--- src/rtl/sched_pkg.sv ---
package sched_pkg;
  typedef struct packed {
    logic loadSeq;
    logic advance;
  } ctrlStrobes_t;
endpackage

--- src/rtl/sched_slot_path.sv ---
module sched_slot_path
  import sched_pkg::*;
#(
  parameter int SLOTS     = 16,
  parameter int ID_W      = 2,
  parameter bit STRIP_ALL = 1'b1
) (
  input  logic                  clk,
  input  logic                  rstN,
  input  ctrlStrobes_t          strobes,
  input  logic [SLOTS*ID_W-1:0] pattern,
  output logic [ID_W-1:0]       curTask
);
  localparam int SEQ_W = SLOTS * ID_W;
  localparam int PTR_W = $clog2(SLOTS);

  logic [SEQ_W-1:0] seqReg;
  logic [PTR_W-1:0] slotPtr;
  logic [PTR_W-1:0] lastSlot;
  logic [PTR_W-1:0] newLast;

  // Last slot index derived from the incoming pattern
  generate
    if (STRIP_ALL) begin : g_strip
      always_comb begin
        newLast = '0;
        for (int k = 0; k < SLOTS; k++) begin
          if (pattern[k*ID_W +: ID_W] != '0) newLast = PTR_W'(k);
        end
      end
    end else begin : g_top_only
      always_comb begin
        if (pattern[SEQ_W-1 -: ID_W] == '0) newLast = PTR_W'(SLOTS - 2);
        else                                newLast = PTR_W'(SLOTS - 1);
      end
    end
  endgenerate

  always_ff @(posedge clk) begin
    if (!rstN) begin
      seqReg   <= '0;
      lastSlot <= '0;
      slotPtr  <= '0;
    end else if (strobes.loadSeq) begin
      seqReg   <= pattern;
      lastSlot <= newLast;
      slotPtr  <= '0;
    end else if (strobes.advance) begin
      slotPtr  <= (slotPtr == lastSlot) ? '0 : slotPtr + 1'b1;
    end
  end

  assign curTask = seqReg[slotPtr*ID_W +: ID_W];
endmodule

--- src/rtl/sched_issue_ctrl.sv ---
module sched_issue_ctrl
  import sched_pkg::*;
#(
  parameter int NUM_TASKS = 4,
  parameter int ID_W      = 2
) (
  input  logic                 seqLoad,
  input  logic [ID_W-1:0]      curTask,
  input  logic [NUM_TASKS-1:0] resReq,
  input  logic [NUM_TASKS-1:0] extWait,
  input  logic                 resWindow,
  output ctrlStrobes_t         strobes,
  output logic                 issueValid,
  output logic                 resGrant
);
  logic wantsRes;
  logic extBlocked;

  assign wantsRes   = resReq[curTask];
  assign extBlocked = extWait[curTask];

  // One slice per clock: the pointer never waits for a stalled task
  assign strobes.loadSeq = seqLoad;
  assign strobes.advance = 1'b1;

  assign issueValid = !extBlocked && (!wantsRes || resWindow);
  assign resGrant   = resWindow && wantsRes && !extBlocked;
endmodule

--- src/rtl/task_slice_sched.sv ---
module task_slice_sched
  import sched_pkg::*;
#(
  parameter int NUM_TASKS = 4,
  parameter int SLOTS     = 16,
  parameter bit STRIP_ALL = 1'b1,
  localparam int ID_W     = $clog2(NUM_TASKS),
  localparam int SEQ_W    = SLOTS * ID_W
) (
  input  logic                 clk,
  input  logic                 rstN,
  input  logic                 seqLoad,
  input  logic [SEQ_W-1:0]     seqPattern,
  input  logic [NUM_TASKS-1:0] resReq,
  input  logic [NUM_TASKS-1:0] extWait,
  input  logic                 resWindow,
  output logic [ID_W-1:0]      grantTask,
  output logic                 issueValid,
  output logic                 resGrant
);
  ctrlStrobes_t     strobes;
  logic [ID_W-1:0]  curTask;

  sched_slot_path #(.SLOTS(SLOTS), .ID_W(ID_W), .STRIP_ALL(STRIP_ALL)) u_path (
    .clk(clk), .rstN(rstN), .strobes(strobes), .pattern(seqPattern), .curTask(curTask)
  );

  sched_issue_ctrl #(.NUM_TASKS(NUM_TASKS), .ID_W(ID_W)) u_ctrl (
    .seqLoad(seqLoad), .curTask(curTask), .resReq(resReq), .extWait(extWait),
    .resWindow(resWindow), .strobes(strobes), .issueValid(issueValid), .resGrant(resGrant)
  );

  assign grantTask = curTask;
endmodule

--- config.mk ---
export PLATFORM = sky130hd
export DESIGN_NAME = task_slice_sched
export DESIGN_NICKNAME = d
export VERILOG_FILES = /design/src/rtl/sched_pkg.sv /design/src/rtl/sched_slot_path.sv /design/src/rtl/sched_issue_ctrl.sv /design/src/rtl/task_slice_sched.sv
export SDC_FILE = /design/constraint.sdc
export NUM_CORES = 1
export LEC_CHECK = 0
export BUFFER_PORTS_ARGS = -buffer_cell sky130_fd_sc_hd__buf_2
export CELL_PAD_IN_SITES_DETAIL_PLACEMENT = 0
export CELL_PAD_IN_SITES_GLOBAL_PLACEMENT = 1
export CORE_MARGIN = 5
export CORE_UTILIZATION = 35
export CTS_CLUSTER_DIAMETER = 60
export DETAILED_ROUTE_END_ITERATION = 8
export PLACE_DENSITY_LB_ADDON = 0.1
export SETUP_SLACK_MARGIN = 0.02
export SLEW_MARGIN = 20
export SYNTH_ARGS = -nofsm -noshare
export SYNTH_HDL_FRONTEND = slang
export SYNTH_SLANG_ARGS = --single-unit
--- constraint.sdc ---
create_clock -name clk -period 4.75 [get_ports clk]
set_clock_uncertainty 0.2 [all_clocks]
set_input_delay 1.1875 -clock clk [delete_from_list [all_inputs] [get_ports clk]]
set_output_delay 1.1875 -clock clk [all_outputs]
set_load 0.05 [all_outputs]
# --- Word-level counts from Yosys, hierarchy flattened ---
# Index checks and enable logic that the tools add are counted.
word_totals:
  regBits: 40
  output_inout_bits: 4
  elab_cells: 49
classes:
  addsub: 1
  n_lt_le_gt_ge: 1
  n_eq_ne: 1
  n_shift: 1
  mux: 19
  bitwise_logic: 1
  n_reduce_logical: 22
op_table:
  columns: ["op", "n"]
  rows:
  - ["$mux W4", 8]
  - ["$shiftx A32 B6 Y2", 1]
  - ["$reduce_bool A2 Y1", 15]
  - ["$mux W3", 4]
  - ["$add A4 B1 Y4 const B", 1]
  - ["$bmux W1 S2", 2]
  - ["$eq A4 B4 Y1", 1]
  - ["$mux W2", 2]
  - ["$logic_and A1 B1 Y1", 3]
  - ["$lt A2 B3 Y1 const B", 1]
  - ["$mux W1", 3]
  - ["$reduce_or A3 Y1", 1]
  - ["$logic_not A1 Y1", 2]
  - ["$logic_or A1 B1 Y1", 1]
  - ["$not A1 Y1", 1]

# --- Logic depth before layout (Yosys ltp) ---
# Gate-level depths: netlist (run 1).
logic_depth:
  depth_word: 16
  ltp_mapped: 9
  depth_no_buf: 7

# --- Cells and area by module ---
# From an unflattened synthesis (run 1), not the netlist that was laid out.
unflattened:
  hier_cells: 204
  hier_area_um2: 2024.4
by_module_without_submodules:
  columns: ["module", "n_inst", "cells_each", "area_each_um2", "seq_area_each_um2"]
  rows:
  - ["sched_slot_path", 1, 189, 1908.1, 800.8]
  - ["sched_issue_ctrl", 1, 15, 116.4, 0.0]

# --- Worst setup path before layout (run 1) ---
# No wires, ideal clock.
synth_timing:
  kind: "register to output"
  start: "reg u_path.slotPtr[1]"
  end: "out issueValid"
  arrival_time_ns: 2.976
  required_ns: 3.363
  setup_slack_ns: 0.387
  path_stages_with_launch: 7
  n_path_buf: 1
  cell_sequence: "dfxtp_1 > buf_6 > mux2i_1 > mux4_2 > mux2i_1 > nor2_1 > a211oi_2"
synth_via:
  elab_chain_len: 6
  word_cells_on_any_way: 9
  classes_between: "shift: 1; mux: 4; reduce/logical: 4"
synth_lines:
  columns: ["element", "line_no", "text"]
  rows:
  - ["start: declaration", "sched_slot_path.sv:18", "logic [PTR_W-1:0] slotPtr;"]
  - ["start signal: assignment", "sched_slot_path.sv:49", "slotPtr <= (slotPtr == lastSlot) ? '0 : slotPtr + 1'b1;"]
  - ["$shiftx A32 B6 Y2 *", "sched_slot_path.sv:53", "assign curTask = seqReg[slotPtr*ID_W +: ID_W];"]
  - ["net grantTask[0]", "task_slice_sched.sv:17", "output logic [ID_W-1:0] grantTask,"]
  - ["$bmux W1 S2", "sched_issue_ctrl.sv:19", "assign wantsRes = resReq[curTask];"]
  - ["$mux W1 (not written as such)", "sched_issue_ctrl.sv:19", null]
  - ["$logic_not A1 Y1", "sched_issue_ctrl.sv:26", "assign issueValid = !extBlocked && (!wantsRes || resWindow);"]
  - ["$logic_or A1 B1 Y1", "sched_issue_ctrl.sv:26", null]
  - ["$logic_and A1 B1 Y1 *", "sched_issue_ctrl.sv:26", null]
  - ["end: declaration", "task_slice_sched.sv:18", "output logic issueValid,"]
# Mark *: on every way through the listed nets, which the timed path passes. The rest lies on a longest branch. The select of a mux whose other input is x is not followed.

# --- Worst setup path in the final report (run 1) ---
layout_timing:
  start: "reg u_path.slotPtr[1]"
  end: "out issueValid"
layout_via:
  elab_chain_len: 6
  word_cells_on_any_way: 9
  classes_between: "shift: 1; mux: 4; reduce/logical: 4"
layout_lines:
  columns: ["element", "line_no"]
  rows:
  - ["$shiftx A32 B6 Y2 *", "sched_slot_path.sv:53"]
  - ["$bmux W1 S2", "sched_issue_ctrl.sv:19"]
  - ["$mux W1 (not written as such)", "sched_issue_ctrl.sv:19"]
  - ["$logic_not A1 Y1", "sched_issue_ctrl.sv:26"]
  - ["$logic_or A1 B1 Y1", "sched_issue_ctrl.sv:26"]
  - ["$logic_and A1 B1 Y1 *", "sched_issue_ctrl.sv:26"]
# Every way passes the cells marked *; elsewhere a longest branch is shown, timed or not. The select of a mux whose other input is x is not followed.

==> run_results.csv, run 1 <==
group,metric,value,unit
worst_setup_path,rr_endpoint,"u_path.slotPtr[1]",
clock_tree,cts_tree,"built",
finish,utilization,42.2,%
die,fp.dieH,88.4,um
place,portBuffers,47,
logic_synthesis,yosys.area.top_type,"dfxtp_1",
logic_synthesis,synth-simple-area-share,19.8,%
grt,top_usage_layer,"met2",
worst_setup_path,crit_path_start_kind,"flip-flop",
route,initialDrtViolationCount,67,
clock_tree,cts_buffers,5,
route,via_per_inst,4.97,
clock_tree,clockBufferDepth,2,
worst_setup_path,critPathBufInv,2,
grt,grt_use_met1,21.2,%
sta,relSlewSlack,59.7,%
hold_path,hold_path.class,"flip-flop to flip-flop",
grt,grt.total_usage,14.5,%
hold_path,hold_end,"u_path.seqReg[9]",
sta,rsz0062_at_grt,"false",
place,gp_congestion,0.732,
sta,tns,0,ps
sta,worst_pin_slew,604,ps
logic_synthesis,syn_inst,219,
logic_synthesis,synth_top_area_share,37.2,%
route,via_count,1681,
worst_setup_path,rrSetupSlack,3240,ps
sta,hold_viol,0,
logic_synthesis,synth_area,2150,um2
worst_setup_path,arrival,2680,ps
sta,fmax,246,MHz
grt,grt_max_degree,38,
logic_synthesis,seq_area_frac_synth,37.2,%
place,dpl.hpwl,3.99,mm
route,antenna_left,0,
clock_tree,post_cts_buffers,0,
power_and_ir_drop,power_density,293,nW/um2
finish,nNetsFinal,307,
sta,fin_crit_sh,85.6,%
power_and_ir_drop,leakagePower,1.03,nW
place,place_area,2430,um2
hold_path,hp-start,"u_path.seqReg[9]",
grt,gr-usage-met3,3.07,%
finish,drive_above_1_share,23.2,%
die,die_w,88.4,um
clock_tree,ctsResizeCount,0,
logic_synthesis,yosys-top-cells-area,"dfxtp_1 (37%), mux2i_1 (24%), nor2b_1 (9.9%), nor2_1 (2.3%), mux4_2 (2.1%)",
grt,met2_usage,21.3,%
worst_setup_path,cp_max_fo,17,
hold_path,whs_path_depth,2,
die,die_area,7810,um2
clock_tree,cts_root_buf,"clkbuf_8",
logic_synthesis,synthFlopType,"dfxtp_1",
worst_setup_path,crit_chain,"buf_4 > mux2i_1 > mux4_2 > mux2_1 > a31oi_1 > a21oi_1 > a211oi_2 > buf_2",
clock_tree,insertion_delay,300,ps
logic_synthesis,synthMuxAreaShare,28.9,%
worst_setup_path,end_kind,"output port",
logic_synthesis,synth-adder-area-share,0.582,%
worst_setup_path,crit_slowest_cell,"mux4_2",
grt,grt_antenna_before_repair,0,
clock_tree,cts.clk_slew.worst_paths,90,ps
logic_synthesis,ys_ff_latch,40,
worst_setup_path,crit_type,"flip-flop to output port",
finish,area_growth,16.8,%
outcome,status,"finished clean",
logic_synthesis,synthArstFlopShare,0,%
sta,setup_viol,0,
worst_setup_path,startpoint,"u_path.slotPtr[1]",
route,drc,0,
worst_setup_path,cp_top_family,"multiplexers",
logic_synthesis,yosys_warnings,0,
sta,slew_violations,0,
grt,overflow,0,
die,initial_core_util,36.1,%
run,drv_cap,0,
logic_synthesis,syn_nets,264,
logic_synthesis,synth_compound_area_share,7.33,%
clock_tree,cts_hold_repair.buffers,0,
logic_synthesis,synth_enable_flop_cells,0,
clock_tree,h-tree-depth,2,
logic_synthesis,yosys.area_share.xor_xnor,2.44,%
logic_synthesis,synth_top_family_by_area,"multiplexers",
clock_tree,clock-sinks,40,
route,drt_wl_total,5.25,mm
logic_synthesis,avgSynthCellArea,9.82,um2
die,num_rows,28,
grt,grt_pass1_vias,1729,
route,wl_per_cell,15.5,um
logic_synthesis,post_synth_num_cell_types,36,
finish,fin_area,2510,um2
worst_setup_path,crit_required,3360,ps
power_and_ir_drop,ir_drop,0.107,mV
worst_setup_path,r2r_cells,5,
die,core,5960,um2
worst_setup_path,r2r-start,"u_path.slotPtr[1]",
grt,grt_pass1_wl,8.68,mm
die,ios,48,
finish,num_antenna_cells,0,
worst_setup_path,cpPeakStageDelay,530,ps
sta,period_needed,4070,ps
route,firstDrtPassIters,4,
per-layer routing:
layer,routed length [um],vias up
met5,0,-
met4,63,0
met3,232,7
met2,2230,34
met1,2720,769
li1,-,871
how the worst max path moves through the flow:
| stage | end | slack [ps] | cells past startpoint |
|---|---|---|---|
| floorplan | issueValid | 390 | 6 |
| global placement | issueValid | 1020 | 8 |
| detailed placement | issueValid | 1010 | 8 |
| CTS | issueValid | 660 | 8 |
| global route | resGrant | 530 | 7 |
| finish | issueValid | 680 | 8 |
registers in the layout (all words and copies together), names as in the netlist:
| signal | cells |
|---|---|
| u_path.lastSlot | 4 |
| u_path.seqReg | 32 |
| u_path.slotPtr | 4 |
where the power goes:
group          switching (mW)  internal (mW)
clock network           0.123          0.105
registers              0.0149          0.355
logic                  0.0756         0.0634
total                   0.213          0.523
final cells by class:
| cell class | count | area (um2) |
|---|---|---|
| Tap cell | 75 | 93.8 |
| Sequential cell | 40 | 801 |
| Clock inverter | 1 | 8.76 |
| Multi-Input combinational cell | 163 | 1270 |
| Timing Repair Buffer | 49 | 250 |
| Inverter | 3 | 11.3 |
| Fill cell | 602 | 3440 |
| Clock buffer | 7 | 76.3 |
cells in the final DEF, fill, tap and decap left out, types with 4 or more instances in the layout:
| master | n |
|---|---|
| nor3_1 | 6 |
| mux2i_1 | 52 |
| xnor2_1 | 5 |
| buf_2 | 47 |
| nor2_1 | 13 |
| dfxtp_1 | 40 |
| clkbuf_8 | 5 |
| a21oi_1 | 4 |
| nor2b_1 | 34 |
| nand3_1 | 5 |
| nor4_1 | 6 |
| nand2_1 | 9 |
through the flow:
step                      power, mW  instances  hold slack [ps]  setup slack (ps)
after floorplan               0.470        219              282               387
after global placement        0.518        330              303              1020
after detailed placement      0.518        330              310              1010
after CTS                     0.741        338              329               660
after global routing          0.773        338              363               530
final                         0.736        338              326               682
Yosys cell counts, types with 3 or more instances:
master and instances:
buf_2 4, nor2_1 13, nor3_1 6, nor2b_1 34, mux2i_1 52, a21oi_1 4, inv_1 3, xnor2_1 5
clkbuf_1 6, mux2_1 3, nor4_1 6, dfxtp_1 40, nand2_1 9, nand3_1 5
worst register-to-register path: stages, from the launching register on:
cell	delay (ps)
dfxtp_1	390
buf_4	300
xnor2_1	160
nand4_1	90
nand3b_1	170
nor2_1	80
cells by family (layout without fill, tap and decap cells):
logic type / count (synthesis) / after routing
AO/OA/AOI/OAI: 20 / 20
AND/OR/NAND/NOR: 78 / 78
flip-flops: 40 / 40
buffers and inverters: 16 / 60
XOR/XNOR: 6 / 6
adder cells (fa/ha/maj): 1 / 1
multiplexers: 58 / 58
(Power assumes the default switching activity.)
==> run 2: changes to the inputs <==
Settings changed: ABC_AREA from default to 1, HOLD_SLACK_MARGIN from default to 0.15.
==> run_results.csv, run 2 <==
group,metric,value,unit
clock_tree,cts_tree,"built",
worst_setup_path,crit_chain,"inv_2 > o21ai_0 > o21ai_2 > nand2_2 > nand3_2 > nand2_4 > inv_4 > nand2_2 > nand3_2 > nand2_2 > nand2_2 > nor2_2 > buf_2",
clock_tree,insertion_delay,290,ps
worst_setup_path,r2r_cells,5,
worst_setup_path,critPathMostFrequentCell,"nand2_2",
hold_path,hold_end,"u_path.seqReg[30]",
logic_synthesis,yosys.area.top_type,"dfxtp_1",
worst_setup_path,crit_slowest_cell,"dfxtp_1",
die,die_area,7380,um2
route,antenna_left,0,
worst_setup_path,rrSetupSlack,3150,ps
finish,top_register,"u_path.seqReg",
power_and_ir_drop,leakagePower,1.06,nW
grt,overflow,0,
place,place_area,2280,um2
grt,top_usage_layer,"met2",
place,dpl.hpwl,3.95,mm
power_and_ir_drop,ir_drop,0.119,mV
die,fp.dieH,85.9,um
clock_tree,cts.clk_slew.worst_paths,70,ps
power_and_ir_drop,power_density,346,nW/um2
finish,reg_top3,"u_path.seqReg x32, u_path.lastSlot x4, u_path.slotPtr x4",
clock_tree,ctsResizeCount,0,
logic_synthesis,ys_ff_latch,40,
grt,grt_antenna_before_repair,0,
die,die_w,85.9,um
logic_synthesis,synthArstFlopShare,0,%
grt,grt_max_degree,40,
logic_synthesis,yosys_warnings,0,
logic_synthesis,synth_enable_flop_cells,0,
route,drc,0,
logic_synthesis,post_synth_num_cell_types,27,
clock_tree,post_cts_buffers,0,
logic_synthesis,seq_area_frac_synth,39.7,%
finish,utilization,43.4,%
hold_path,hold_path.class,"flip-flop to flip-flop",
finish,layout_common_cells,"nor2_1 (92), buf_2 (47), dfxtp_1 (40)",
logic_synthesis,synth_common_cells,"nor2_1 (92), dfxtp_1 (40), o21ai_0 (39)",
finish,num_antenna_cells,0,
sta,setup_viol,0,
finish,largest_register_ff_count,32,
route,initialDrtViolationCount,95,
sta,fmax,274,MHz
worst_setup_path,end_kind,"output port",
sta,hold_viol,0,
logic_synthesis,yosys-top-cells-area,"dfxtp_1 (40%), nor2_1 (17%), o21ai_0 (9.7%), nand2_1 (6.9%), o21ai_1 (3.0%)",
sta,relSlewSlack,35.7,%
logic_synthesis,avgSynthCellArea,6.76,um2
die,ios,48,
worst_setup_path,r2r-start,"u_path.slotPtr[0]",
outcome,status,"finished clean",
die,core,5540,um2
sta,tns,0,ps
sta,period_needed,3660,ps
route,via_per_inst,4.76,
worst_setup_path,crit_required,3360,ps
run,drv_cap,0,
route,drt_wl_total,5.36,mm
finish,nNetsFinal,383,
hold_path,whs_path_depth,2,
worst_setup_path,arrival,2270,ps
place,portBuffers,47,
worst_setup_path,rr_endpoint,"u_path.slotPtr[1]",
worst_setup_path,cpPeakStageDelay,540,ps
sta,fin_crit_sh,77.0,%
finish,final_common_cell,"nor2_1",
clock_tree,clockBufferDepth,2,
sta,worst_pin_slew,964,ps
logic_synthesis,synth_most_common_cell,"nor2_1",
finish,nFillCells,649,
die,initial_core_util,36.4,%
finish,area_growth,19.2,%
sta,slew_violations,0,
logic_synthesis,synth_area,2020,um2
place,gp_congestion,0.750,
sta,rsz0062_at_grt,"false",
worst_setup_path,crit_type,"flip-flop to output port",
sta,whs,293,ps
worst_setup_path,crit_path_start_kind,"flip-flop",
clock_tree,clock-sinks,40,
grt,grt_pass1_vias,1967,
grt,grt.total_usage,15.7,%
logic_synthesis,synthFlopType,"dfxtp_1",
clock_tree,cts_hold_repair.buffers,0,
grt,grt_use_met1,20.8,%
logic_synthesis,syn_inst,298,
route,firstDrtPassIters,4,
worst_setup_path,cp_max_fo,15,
grt,met2_usage,25.2,%
clock_tree,cts_buffers,5,
finish,drive_above_1_share,23.0,%
route,via_count,1957,
grt,grt_pass1_wl,9.27,mm
clock_tree,h-tree-depth,2,
route,wl_per_cell,13.0,um
hold_path,hp-start,"u_path.seqReg[30]",
logic_synthesis,syn_nets,343,
die,num_rows,27,
grt,gr-usage-met3,3.17,%
finish,fin_area,2400,um2
clock_tree,cts_root_buf,"clkbuf_8",
logic_synthesis,synth_top_area_share,39.7,%
## run 2: final cells by class
cell class,count,area (um2),area share [%]
clock inverters,1,30.0,1.25
flip-flops and latches,40,801,33.3
repair buffers,49,250,10.4
multi-input cells,230,1080,45.2
well taps,72,90.1,3.75
inverters,12,50.0,2.08
clock buffers,7,96.3,4.01
## run 2: worst max path at each step
stage	startpoint	to	slack (ps)
floorplan	extWait[2]	resGrant	1500
global placement	u_path.slotPtr[0]	issueValid	1450
detailed placement	u_path.slotPtr[0]	resGrant	1400
CTS	u_path.slotPtr[0]	resGrant	1070
global route	u_path.slotPtr[0]	resGrant	820
finish	u_path.slotPtr[0]	resGrant	1090
## run 2: routing by layer
| metal | vias to the layer above | routed length, um |
|---|---|---|
| met2 | 36 | 2470 |
| met5 | - | 0 |
| li1 | 1047 | - |
| met3 | 8 | 256 |
| met4 | 0 | 79 |
| met1 | 866 | 2560 |
## run 2: kinds of logic (layout without fill, tap and decap cells)
kind of cell / Yosys count / after routing / share of synthesized area [%]
adder cells (fa/ha/maj): 1 / 1 / 0.621
buffers and inverters: 28 / 69 / 6.46
flip-flops: 40 / 40 / 39.7
AND/OR/NAND/NOR: 153 / 153 / 32.1
AO/OA/AOI/OAI: 70 / 70 / 18.5
XOR/XNOR: 6 / 6 / 2.61
## run 2: report_power, final
| part | leakage [nW] | internal (mW) | switching, mW |
|---|---|---|---|
| registers | 0.332 | 0.358 | 0.0163 |
| clock network | 0.0645 | 0.185 | 0.120 |
| logic | 0.668 | 0.0551 | 0.0965 |
| total | 1.06 | 0.598 | 0.232 |
## run 2: worst max-delay path, delay by kind of cell, from the launching register on
family                 cells  cell delay (ps)
buffers and inverters      3              510
AND/OR/NAND/NOR            8              560
AO/OA/AOI/OAI              2              340
flip-flops                 1              540
## run 2: per-stage QoR
step	power [mW]	setup WS, ps	instances
floorplan	0.487	1500	298
global placement	0.535	1450	403
detailed placement	0.535	1400	403
CTS	0.841	1070	411
global route	0.876	824	411
finish	0.830	1090	411
